## src/rtl/psu_pkg.sv

```systemverilog
package psu_pkg;

    localparam logic [7:0] OPC_SET_WE  = 8'h06;
    localparam logic [7:0] OPC_CLR_WE  = 8'h04;
    localparam logic [7:0] OPC_RD_STAT = 8'h05;
    localparam logic [7:0] OPC_WR_STAT = 8'h01;

    typedef enum logic [2:0] {
        FR_IDLE,
        FR_WREN,
        FR_WRDI,
        FR_WRSR,
        FR_WRITE,
        FR_PASSIVE
    } fr_state_t;

    typedef enum logic {
        ST_READY,
        ST_BUSY
    } cyc_state_t;

    function automatic fr_state_t decode_op(input logic [7:0] op);
        if (op == OPC_SET_WE)                           return FR_WREN;
        else if (op == OPC_CLR_WE)                      return FR_WRDI;
        else if (op == OPC_WR_STAT)                     return FR_WRSR;
        else if (op[7:4] == 4'h0 && op[2:0] == 3'b010)  return FR_WRITE;
        else                                            return FR_PASSIVE;
    endfunction

endpackage

```

## src/rtl/psu_frame.sv

```systemverilog
module psu_frame
    import psu_pkg::*;
(
    input  logic       clk,
    input  logic       rst_n,
    input  logic       op_valid,
    input  logic [7:0] op_code,
    input  logic       byte_stb,
    input  logic       cs_rise,
    input  logic       cs_aligned,
    output logic       set_we,
    output logic       clr_we,
    output logic       wr_stat,
    output logic       wr_array
);

    fr_state_t state_q, state_d;
    logic      data_q, data_d;

    always_ff @(posedge clk or negedge rst_n) begin
        if (!rst_n) begin
            state_q <= FR_IDLE;
            data_q  <= 1'b0;
        end else begin
            state_q <= state_d;
            data_q  <= data_d;
        end
    end

    always_comb begin
        state_d = state_q;
        data_d  = data_q;
        if (cs_rise) begin
            state_d = FR_IDLE;
            data_d  = 1'b0;
        end else if (op_valid) begin
            state_d = decode_op(op_code);
            data_d  = 1'b0;
        end else if (byte_stb && state_q != FR_IDLE) begin
            data_d  = 1'b1;
        end
    end

    always_comb begin
        set_we   = 1'b0;
        clr_we   = 1'b0;
        wr_stat  = 1'b0;
        wr_array = 1'b0;
        if (cs_rise && cs_aligned) begin
            unique case (state_q)
                FR_WREN:    set_we   = !data_q;
                FR_WRDI:    clr_we   = !data_q;
                FR_WRSR:    wr_stat  = data_q;
                FR_WRITE:   wr_array = data_q;
                FR_IDLE,
                FR_PASSIVE: ;
                default:    ;
            endcase
        end
    end

endmodule

```

## src/rtl/psu_guard.sv

```systemverilog
module psu_guard (
    input  logic [1:0] code,
    input  logic [1:0] top_bits,
    output logic       guarded
);

    always_comb begin
        unique case (code)
            2'b00: guarded = 1'b0;
            2'b01: guarded = (top_bits == 2'b11);
            2'b10: guarded = top_bits[1];
            2'b11: guarded = 1'b1;
            default: guarded = 1'b1;
        endcase
    end

endmodule

```

## src/rtl/psu_cycle.sv

```systemverilog
module psu_cycle
    import psu_pkg::*;
#(
    parameter int WR_CYCLES = 8
) (
    input  logic clk,
    input  logic rst_n,
    input  logic start,
    output logic busy
);

    localparam int CW = $clog2(WR_CYCLES + 1);
    localparam logic [CW-1:0] LOAD = CW'(WR_CYCLES);

    cyc_state_t      st_q, st_d;
    logic [CW-1:0]   cnt_q, cnt_d;

    always_ff @(posedge clk or negedge rst_n) begin
        if (!rst_n) begin
            st_q  <= ST_READY;
            cnt_q <= '0;
        end else begin
            st_q  <= st_d;
            cnt_q <= cnt_d;
        end
    end

    always_comb begin
        st_d  = st_q;
        cnt_d = cnt_q;
        unique case (st_q)
            ST_READY: if (start) begin
                st_d  = ST_BUSY;
                cnt_d = LOAD - 1'b1;
            end
            ST_BUSY: begin
                if (cnt_q == '0) st_d = ST_READY;
                else             cnt_d = cnt_q - 1'b1;
            end
            default: st_d = ST_READY;
        endcase
    end

    assign busy = (st_q == ST_BUSY);

endmodule

```

## src/rtl/prot_status_unit.sv

```systemverilog
module prot_status_unit
    import psu_pkg::*;
#(
    parameter int         ADDR_W    = 9,
    parameter int         WR_CYCLES = 8,
    parameter logic [1:0] BP_INIT   = 2'b00
) (
    input  logic              clk,
    input  logic              rst_n,
    input  logic              wp_n,
    input  logic              op_valid,
    input  logic [7:0]        op_code,
    input  logic              byte_stb,
    input  logic [7:0]        sr_wdata,
    input  logic              cs_rise,
    input  logic              cs_aligned,
    input  logic [ADDR_W-1:0] addr,
    output logic [7:0]        status,
    output logic              write_ok
);

    logic       set_we, clr_we, wr_stat, wr_array;
    logic       busy, guarded, we_q, we_rst_n;
    logic [1:0] bp_q;
    logic       stat_go, array_go;
    logic       unused_bits;

    assign unused_bits = ^{sr_wdata[7:4], sr_wdata[1:0], addr[ADDR_W-3:0]};

    psu_frame i_frame (
        .clk        (clk),
        .rst_n      (rst_n),
        .op_valid   (op_valid),
        .op_code    (op_code),
        .byte_stb   (byte_stb),
        .cs_rise    (cs_rise),
        .cs_aligned (cs_aligned),
        .set_we     (set_we),
        .clr_we     (clr_we),
        .wr_stat    (wr_stat),
        .wr_array   (wr_array)
    );

    psu_guard i_guard (
        .code     (bp_q),
        .top_bits (addr[ADDR_W-1 -: 2]),
        .guarded  (guarded)
    );

    psu_cycle #(.WR_CYCLES(WR_CYCLES)) i_cycle (
        .clk   (clk),
        .rst_n (rst_n),
        .start (stat_go | array_go),
        .busy  (busy)
    );

    assign write_ok = we_q & wp_n & ~guarded;
    assign stat_go  = wr_stat  & we_q & wp_n & ~busy;
    assign array_go = wr_array & write_ok & ~busy;
    assign we_rst_n = rst_n & wp_n;

    always_ff @(posedge clk or negedge we_rst_n) begin
        if (!we_rst_n)                             we_q <= 1'b0;
        else if (!busy && set_we)                  we_q <= 1'b1;
        else if (clr_we && !busy)                  we_q <= 1'b0;
        else if (stat_go || array_go)              we_q <= 1'b0;
    end

    always_ff @(posedge clk or negedge rst_n) begin
        if (!rst_n)       bp_q <= BP_INIT;
        else if (stat_go) bp_q <= sr_wdata[3:2];
    end

    assign status = {4'b0000, bp_q, we_q, busy};

endmodule

```

## config.mk

```make
export PLATFORM = sky130hd
export DESIGN_NAME = prot_status_unit
export DESIGN_NICKNAME = d
export VERILOG_FILES = /design/src/rtl/psu_pkg.sv /design/src/rtl/psu_frame.sv /design/src/rtl/psu_guard.sv /design/src/rtl/psu_cycle.sv /design/src/rtl/prot_status_unit.sv
export SDC_FILE = /design/constraint.sdc
export NUM_CORES = 1
export LEC_CHECK = 0
export BUFFER_PORTS_ARGS = -buffer_cell sky130_fd_sc_hd__buf_2
export CAP_MARGIN = 20
export CORE_UTILIZATION = 30
export DETAILED_ROUTE_END_ITERATION = 10
export SETUP_SLACK_MARGIN = 0.02
export SLEW_MARGIN = 10
export SYNTH_ARGS = -nofsm -noshare
export SYNTH_HDL_FRONTEND = slang
export SYNTH_HIERARCHICAL = 1
export SYNTH_SLANG_ARGS = --single-unit
```

## constraint.sdc

```tcl
create_clock -name clk -period 2.6 [get_ports clk]
set_input_delay 0.26 -clock clk [delete_from_list [all_inputs] [get_ports clk]]
set_output_delay 0.26 -clock clk [all_outputs]
set_load 0.02 [all_outputs]
```

==> impl_metrics.tcl, run 1 <==
set metrics [dict create \
    status "finished clean" \
    ir_drop_uv 190 \
    grt_setup_unrepaired "false" \
    crit_fanout 4 \
    wire_per_inst_microns 11.3 \
    maxCapViolCount 0 \
    clkTransAtPathRegs_ns 0.07 \
    yosysWarnings 6 \
    drtIter0Drc 9 \
    root_buffer "clkbuf_4" \
    die_y_microns 52.8 \
    crit_arrival_ns 1.96 \
    synth_cell_type_count 35 \
    final_cell_mix "23 x buf_2, 12 x dfrtp_1, 9 x nor2_1" \
    path_cells "and3b_1 > nand2_1 > nor2_1 > nor2_1 > nor3_1 > nor2_1 > a21oi_1 > o21a_1" \
    row_count 18 \
    antenna_found_initial 0 \
    area_delta_synth_final_pct 20.9 \
    slew_viol_final 0 \
    postSynthAreaPerCell_sq_um 9.21 \
    synth_top_family_by_area "simple AND/OR/NAND/NOR gates" \
    clock_latency_ns 0.28 \
    yosys.area_share.simple_pct 25.1 \
    core_area_sq_mm 0.00245 \
    synthMuxAreaShare_pct 5.83 \
    min_from "sr_wdata[3]" \
    syn_inst 84 \
    ant_nets 0 \
    final_util_pct 38.1 \
    clockBufferDepth 2 \
    place_area_sq_um 892 \
    min_path_type "input pin to flop" \
    diodes 0 \
    dr.pass1.iters 4 \
    grt.overflow.total 0 \
    via_per_inst 4.91 \
    numCtsBuffers 3 \
    cts_tree "yes" \
    cp_slowest_cell "dfrtp_1" \
    grt_max_degree 13 \
    ios 41 \
    max_stage_delay_ns 0.40 \
    cp.depth 8 \
    finalHoldViolations 0 \
    finalClockSkew_ns 0.000813 \
    setup_viol 0 \
    rr_endpoint "i_cycle/cnt_q[1]" \
    grt_usage_pct 12.7 \
    gp_congestion 0.706 \
    clock-sinks 12 \
    crit_path_start_kind "flop" \
    hold_depth 2 \
    rr_worst_depth 8 \
    synthAdderAreaFrac_pct 3.24 \
    final_net_count 145 \
    worstReg2RegStart "i_frame/state_q[2]" \
    final_layout_size_suffix_gt1_share_pct 29.4 \
    ys_ff_latch 12 \
    start_util_pct 31.5 \
    holdPathEnd "bp_q[1]" \
    dp.final_hpwl_microns 1210 \
    synthArstFlopShare_pct 100 \
    synth_compound_area_share_pct 16.2 \
    r2r_setup_slack_ns 0.86 \
    finalInstanceArea_sq_um 935 \
    worst_slack_ns 0.859 \
    vias 682 \
    die_area_sq_mm 0.00278 \
    fmax_ghz 0.574 \
    drc 0 \
    die_w_microns 52.8 \
    power_leakage_nw 0.449 \
    postCtsSetupBuffers 0 \
    portBuffers 23 \
    ys.flop_type "dfrtp_1" \
    required_ns 2.82 \
    endpoint_kind "flop" \
    critical_path.most_common_cell "nor2_1" \
    setup_tns_ns 0 \
    pre_cts_slack_ns 0.838 \
    crit_type "flop to flop" \
    htreeDepth 1 \
    final_common_cell "buf_2" \
    ys_seq_area_share_pct 38.8 \
    crit_family "simple AND/OR/NAND/NOR gates" \
    fin_cells 139 \
    fin_crit_ns 1.74 \
    synth-xor-area-share_pct 1.13 \
    synth_edf_count 0 \
    grt_pass1_wl_microns 2550 \
    power.density_mw_per_mm2 518 \
    wl_microns 1570 \
    critPathBufInv 0 \
    syn_area_sq_um 773 \
    place_inst 134 \
    post_cts_resize_count 0 \
    min_period_over_period_pct 67.0 \
    grt_pass1_vias 622 \
]
routing by layer:
metal  share of wire [%]  track usage [%]  vias up
li1                    -                -      343
met1                  46             14.7      312
met2                  47             21.7       25
met3                 5.0             2.61        2
met4                 1.6             6.14        0
met5                   0                0        -
state kept, by name, summed over array words and instances, names as in the netlist:
| register | flops |
|---|---|
| bp_q | 2 |
| i_cycle/busy | 1 |
| i_cycle/cnt_q | 4 |
| i_frame/data_q | 1 |
| i_frame/state_q | 3 |
| we_q | 1 |
worst max-delay path by stage:
stage,start,endpoint,slack [ns]
finish,i_frame/state_q[2],i_cycle/cnt_q[1],0.86
global route,i_frame/state_q[2],i_cycle/cnt_q[0],0.65
CTS,i_frame/state_q[2],i_cycle/cnt_q[1],0.82
detailed placement,cs_rise,i_cycle/cnt_q[1],0.84
global placement,cs_rise,i_cycle/cnt_q[1],0.88
floorplan,i_frame/state_q[2],i_cycle/cnt_q[3],1.09
final cells by class:
| cell class | instances | area (sq um) |
|---|---|---|
| inverters | 7 | 26.3 |
| well taps | 30 | 37.5 |
| repair buffers | 25 | 135 |
| clock buffers | 3 | 22.5 |
| fillers | 254 | 1520 |
| multi-input cells | 62 | 413 |
| flip-flops and latches | 12 | 300 |
per-stage QoR:
step                hold WS (ns)  total power [mW]
floorplan                -0.0356             0.332
global placement           0.149             0.365
detailed placement         0.154             0.371
CTS                        0.193             0.492
global route               0.192             0.522
finish                     0.194             0.484
Yosys cell counts, types with 2 or more instances:
master,n,area (sq um)
dfrtp_1,12,300
nor2_1,9,33.8
inv_1,7,26.3
nand2_1,7,26.3
buf_4,6,45.0
nor3_1,5,25.0
a21oi_1,3,15.0
ha_1,2,25.0
mux2_1,2,22.5
mux2_2,2,22.5
nand3b_1,2,15.0
nor3b_1,2,15.0
o21a_1,2,15.0
o21ai_1,2,10.0
power breakdown:
part           switching, mW  internal (mW)
Clock                 0.0628         0.0537
Combinational         0.0662         0.0599
Sequential            0.0302          0.211
cells by family after synthesis:
group                      after synthesis
and+or+nand+nor                         35
DFF                                     12
other                                    1
xor gates and xnor gates                 1
AOI/OAI and AO/OA                       16
buffers and inverters                   13
adders and majority gates                2
muxes                                    4
what timing repair did:
action	CTS	global route
hold buffers	2	0
setup endpoints to repair	0	0
hold endpoints to repair	12	0
No activity file was read; power rests on OpenSTA's default activity.
==> run 2: changes to the inputs <==
--- a/config.mk
+++ b/config.mk
@@ -5,8 +5,10 @@
 export SDC_FILE = /design/constraint.sdc
 export NUM_CORES = 1
 export LEC_CHECK = 0
+export ABC_AREA = 1
 export BUFFER_PORTS_ARGS = -buffer_cell sky130_fd_sc_hd__buf_2
 export CAP_MARGIN = 20
+export CORE_ASPECT_RATIO = 2
 export CORE_UTILIZATION = 30
 export DETAILED_ROUTE_END_ITERATION = 10
 export SETUP_SLACK_MARGIN = 0.02
==> constraint.sdc (replaced) <==
create_clock -name clk -period 1.5 [get_ports clk]
set_input_delay 0.15 -clock clk [delete_from_list [all_inputs] [get_ports clk]]
set_output_delay 0.15 -clock clk [all_outputs]
set_load 0.02 [all_outputs]
==> impl_metrics.tcl, run 2 <==
set metrics [dict create \
    largest_register "i_cycle/cnt_q" \
    syn_inst 125 \
    start_util_pct 32.4 \
    min_path_type "input pin to flop" \
    synthMuxAreaShare_pct 0 \
    dr.pass1.iters 4 \
    final_layout_size_suffix_gt1_share_pct 29.7 \
    fmax_ghz 0.714 \
    finalPower_mw 0.805 \
    wl_microns 1690 \
    final_cell_mix "44 x nand2_1, 23 x buf_2, 18 x inv_1" \
    crit_start "i_frame/state_q[1]" \
    synth_cell_type_count 21 \
    power.density_mw_per_mm2 753 \
    min_from "sr_wdata[2]" \
    drtIter0Drc 10 \
    maxCapViolCount 0 \
    worst_slack_ns 0.100 \
    finalHoldViolations 0 \
    wire_per_inst_microns 9.26 \
    root_buffer "clkbuf_8" \
    htreeDepth 1 \
    grt_pass1_vias 774 \
    antenna_found_initial 0 \
    largest_reg_flops 4 \
    ant_nets 0 \
    grt_usage_pct 12.4 \
    row_count 26 \
    portBuffers 23 \
    r2r_setup_slack_ns 0.10 \
    dp.final_hpwl_microns 1400 \
    synth_compound_area_share_pct 3.57 \
    synth_edf_count 0 \
    vias 815 \
    endpoint_kind "flop" \
    synth_top_area_share_pct 35.7 \
    slew_viol_final 0 \
    synth_top_area_cell "dfrtp_1" \
    yosysWarnings 6 \
    clkTransAtPathRegs_ns 0.05 \
    min_period_over_period_pct 93.3 \
    grt_max_degree 13 \
    core_area_sq_mm 0.00260 \
    finalClockSkew_ns 0.00307 \
    ios 41 \
    final_net_count 191 \
    clock-sinks 12 \
    die_w_microns 39.5 \
    worstReg2RegStart "i_frame/state_q[1]" \
    synthAdderAreaFrac_pct 2.97 \
    reg_top3 "i_cycle/cnt_q (4), i_frame/state_q (3), bp_q (2)" \
    final_common_cell "nand2_1" \
    power_leakage_nw 0.622 \
    crit_path_start_kind "flop" \
    die_y_microns 76.9 \
    grt_pass1_wl_microns 2810 \
    clockBufferDepth 2 \
    cts_tree "yes" \
    fillerInstances 288 \
    postSynthAreaPerCell_sq_um 6.74 \
    ys_seq_area_share_pct 35.7 \
    setup_tns_ns 0 \
    synth_common_cells "44 x nand2_1, 19 x inv_1, 12 x dfrtp_1" \
    drc 0 \
    yosys.area_share.simple_pct 42.6 \
    ir_drop_uv 410 \
    synth-xor-area-share_pct 0 \
    ys.flop_type "dfrtp_1" \
    grt_setup_unrepaired "false" \
    synthArstFlopShare_pct 100 \
    clock_latency_ns 0.23 \
    synthMostInstantiatedCell "nand2_1" \
    syn_area_sq_um 842 \
    required_ns 1.62 \
    grt.overflow.total 0 \
    hold_ws_ns 0.147 \
    status "finished clean" \
    pre_cts_slack_ns 0.0754 \
    crit_type "flop to flop" \
    gp_congestion 0.696 \
    via_per_inst 4.45 \
    die_area_sq_mm 0.00304 \
    setup_viol 0 \
    crit_fanout 3 \
    numCtsBuffers 3 \
    synthTopCellsByArea "dfrtp_1 36%, nand2_1 20%, inv_1 8.5%" \
    fin_crit_ns 1.40 \
    synth_top_family_by_area "simple AND/OR/NAND/NOR gates" \
    crit_arrival_ns 1.52 \
    ys_ff_latch 12 \
    area_delta_synth_final_pct 26.9 \
    diodes 0 \
]
[run 2: logic make-up after synthesis]
| family | count (synthesis) |
|---|---|
| AO/OA/AOI/OAI | 5 |
| adder cells (fa/ha/maj) | 2 |
| buffers and inverters | 27 |
| flip-flops | 12 |
| other | 1 |
| AND/OR/NAND/NOR | 78 |
[run 2: final timing paths]
path / to / cells past startpoint
max: i_cycle/cnt_q[3] / 9
min: bp_q[0] / 3
max reg2reg: i_cycle/cnt_q[3] / 9
min reg2reg: i_cycle/cnt_q[0] / 2
max in group asynchronous: we_q / 4
min in group asynchronous: we_q / 4
[run 2: worst max-delay path: stages (launching register included)]
cell     delay, ns
dfrtp_1       0.38
inv_2         0.07
nor4_2        0.30
inv_1         0.07
nand2_1       0.07
nand2_1       0.06
inv_1         0.06
nand2_1       0.12
nand3_1       0.12
nand2_1       0.05
[run 2: per-layer routing]
| layer | share of wire (%) | routed length [microns] | vias up | GRT usage, % |
|---|---|---|---|---|
| li1 | - | - | 434 | - |
| met1 | 36 | 617 | 364 | 11.5 |
| met2 | 60 | 1010 | 15 | 23.6 |
| met3 | 2.8 | 48 | 2 | 1.73 |
| met4 | 0.94 | 16 | 0 | 5.17 |
| met5 | 0 | 0 | - | 0 |
[run 2: layout make-up]
class | instances | area [sq um] | area share (%)
inverter | 21 | 78.8 | 7.38
tap | 28 | 35.0 | 3.28
timing repair buffer | 30 | 173 | 16.2
sequential | 12 | 300 | 28.1
clock buffer | 3 | 41.3 | 3.86
multi-input combinational | 89 | 440 | 41.2
[run 2: power breakdown]
| group | switching (mW) | internal [mW] | total (mW) |
|---|---|---|---|
| clock network | 0.109 | 0.176 | 0.285 |
| logic | 0.100 | 0.0685 | 0.169 |
| registers | 0.0110 | 0.340 | 0.351 |
| total | 0.220 | 0.585 | 0.805 |
[run 2: what timing repair did]
action	CTS	global route
hold buffers	2	0
setup endpoints to repair	0	4
gates resized for setup	0	3
buffers inserted	0	2
hold endpoints to repair	12	0
[run 2: through the flow]
stage,util [%],cells,instance area (sq um)
finish,41.1,183,1070
global route,41.1,183,1070
CTS,40.0,181,1040
detailed placement,37.7,176,981
global placement,37.7,176,981
floorplan,-,128,853
==> run 3: changes to the inputs <==
--- a/config.mk
+++ b/config.mk
@@ -9,10 +9,11 @@
 export BUFFER_PORTS_ARGS = -buffer_cell sky130_fd_sc_hd__buf_2
 export CAP_MARGIN = 20
 export CORE_ASPECT_RATIO = 2
+export CORE_MARGIN = 2
 export CORE_UTILIZATION = 30
 export DETAILED_ROUTE_END_ITERATION = 10
-export SETUP_SLACK_MARGIN = 0.02
-export SLEW_MARGIN = 10
+export SETUP_SLACK_MARGIN = 0.3
+export SLEW_MARGIN = 0
 export SYNTH_ARGS = -nofsm -noshare
 export SYNTH_HDL_FRONTEND = slang
 export SYNTH_HIERARCHICAL = 1
==> impl_metrics.tcl, run 3 (synthesis results as in run 2) <==
set metrics [dict create \
    wire_per_inst_microns 10.1 \
    ir_drop_uv 413 \
    area_delta_synth_final_pct 37.3 \
    portBuffers 23 \
    maxCapViolCount 0 \
    crit_type "flop to flop" \
    fmax_ghz 0.724 \
    grt_pass1_vias 914 \
    m1WireLength_microns 698 \
    htreeDepth 1 \
    cts_tree "yes" \
    die_area_sq_mm 0.00327 \
    final_common_cell "nand2_1" \
    setup_tns_ns 0 \
    min_period_over_period_pct 92.1 \
    cp_slowest_cell "dfrtp_1" \
    grt_usage_pct 13.2 \
    grt_max_degree 13 \
    vias 865 \
    hold_ws_ns 0.147 \
    numCtsBuffers 3 \
    crit_family "simple AND/OR/NAND/NOR gates" \
    wl_met2_microns 1140 \
    largest_reg_flops 4 \
    ios 41 \
    die_w_microns 41.5 \
    via_per_inst 4.53 \
    power.density_mw_per_mm2 706 \
    crit_path_start_kind "flop" \
    final_cell_mix "41 x nand2_1, 22 x buf_2, 18 x inv_1" \
    largest_register "i_cycle/cnt_q" \
    clockBufferDepth 2 \
    wl_microns 1930 \
    die_y_microns 78.9 \
    drtIter0Drc 26 \
    finalHoldViolations 0 \
    slew_viol_final 0 \
    endpoint_kind "flop" \
    drc 0 \
    final_net_count 198 \
    crit_fanout 3 \
    root_buffer "clkbuf_8" \
    gp_congestion 0.787 \
    ant_nets 0 \
    dr.pass1.iters 4 \
    critPathBufInv 2 \
    max_stage_delay_ns 0.40 \
    clock_latency_ns 0.24 \
    reg_top3 "i_cycle/cnt_q (4), i_frame/state_q (3), bp_q (2)" \
    start_util_pct 31.2 \
    min_path_type "input pin to flop" \
    fin_crit_ns 1.38 \
    finalClockSkew_ns 0.00350 \
    clock-sinks 12 \
    grt.overflow.total 0 \
    final_layout_size_suffix_gt1_share_pct 35.8 \
    row_count 27 \
    power_leakage_nw 0.662 \
    required_ns 1.67 \
    path_cells "inv_2 > nand2_2 > nor3b_2 > nand2_1 > nand2_1 > nand2_1 > inv_1 > nand2_2 > nand2_4 > nand2_1 > nand2_1" \
    grt_setup_unrepaired "true" \
    crit_arrival_ns 1.55 \
    setup_viol 0 \
    core_area_sq_mm 0.00270 \
    r2r_setup_slack_ns 0.12 \
    grt_pass1_wl_microns 3370 \
    clkTransAtPathRegs_ns 0.05 \
    dr.max_layer_used "met4" \
    critical_path.most_common_cell "nand2_1" \
    diodes 0 \
    antenna_found_initial 0 \
    dp.final_hpwl_microns 1450 \
    wl_met3_microns 76 \
    status "finished clean" \
]
run 3: cell count changes in the layout (fill, tap and decap cells not counted), moves of 2 or more:
cell / previous run / this run
buf_4: 5 / 11
nand2_1: 44 / 41
nand2_2: 4 / 7
buf_6: 0 / 2
run 3: worst register-to-register path, cell delays in order, from the launching register on:
cell and delay [ns]:
dfrtp_1 0.40, inv_2 0.11, nand2_2 0.08, nor3b_2 0.19, nand2_1 0.07, nand2_1 0.07, nand2_1 0.07, inv_1 0.07
nand2_2 0.09, nand2_4 0.07, nand2_1 0.05, nand2_1 0.05
run 3: final cells by class:
| cell class | instances | area, sq um |
|---|---|---|
| clock buffer | 3 | 41.3 |
| timing repair buffer | 37 | 235 |
| fill | 283 | 1550 |
| tap | 29 | 36.3 |
| inverter | 21 | 78.8 |
| multi-input combinational | 89 | 464 |
| sequential | 12 | 300 |
run 3: worst paths after layout:
kind,startpoint,endpoint,cells after the start
max reg2reg,i_frame/state_q[1],i_cycle/cnt_q[0],11
max in group asynchronous,rst_n,we_q,4
min reg2reg,i_cycle/cnt_q[0],i_cycle/cnt_q[0],2
max,i_frame/state_q[1],i_cycle/cnt_q[0],11
min in group asynchronous,wp_n,we_q,4
min,sr_wdata[3],bp_q[1],3
run 3: layer usage:
layer  vias to the layer above  track usage, %
met5                         -               0
li1                        447               -
met2                        18            25.6
met1                       398            12.1
met4                         0            6.13
met3                         2            3.41
run 3: timing repair:
| item | CTS | global route |
|---|---|---|
| hold buffers | 2 | 0 |
| gates resized for setup | 3 | 4 |
| hold endpoints to repair | 12 | 0 |
| pin swaps | 7 | 2 |
| endpoints found under the setup margin | 6 | 9 |
| setup buffers | 7 | 3 |
run 3: metrics by stage:
stage | worst slack (ns) | area, sq um | instances | util (%) | power (mW)
2_1_floorplan | 0.265 | 876 | 128 | - | 0.472
3_3_place_gp | 0.163 | 997 | 176 | 36.9 | 0.510
3_5_place_dp | 0.129 | 997 | 176 | 36.9 | 0.517
4_1_cts | 0.201 | 1120 | 188 | 41.5 | 0.824
5_1_grt | 0.0478 | 1160 | 191 | 42.8 | 0.874
6_report | 0.119 | 1160 | 191 | 42.8 | 0.816
run 3: power breakdown:
group / switching [mW] / internal, mW / total, mW
Sequential: 0.0144 / 0.340 / 0.355
Clock: 0.107 / 0.176 / 0.283
Combinational: 0.103 / 0.0751 / 0.178
Total: 0.224 / 0.592 / 0.816
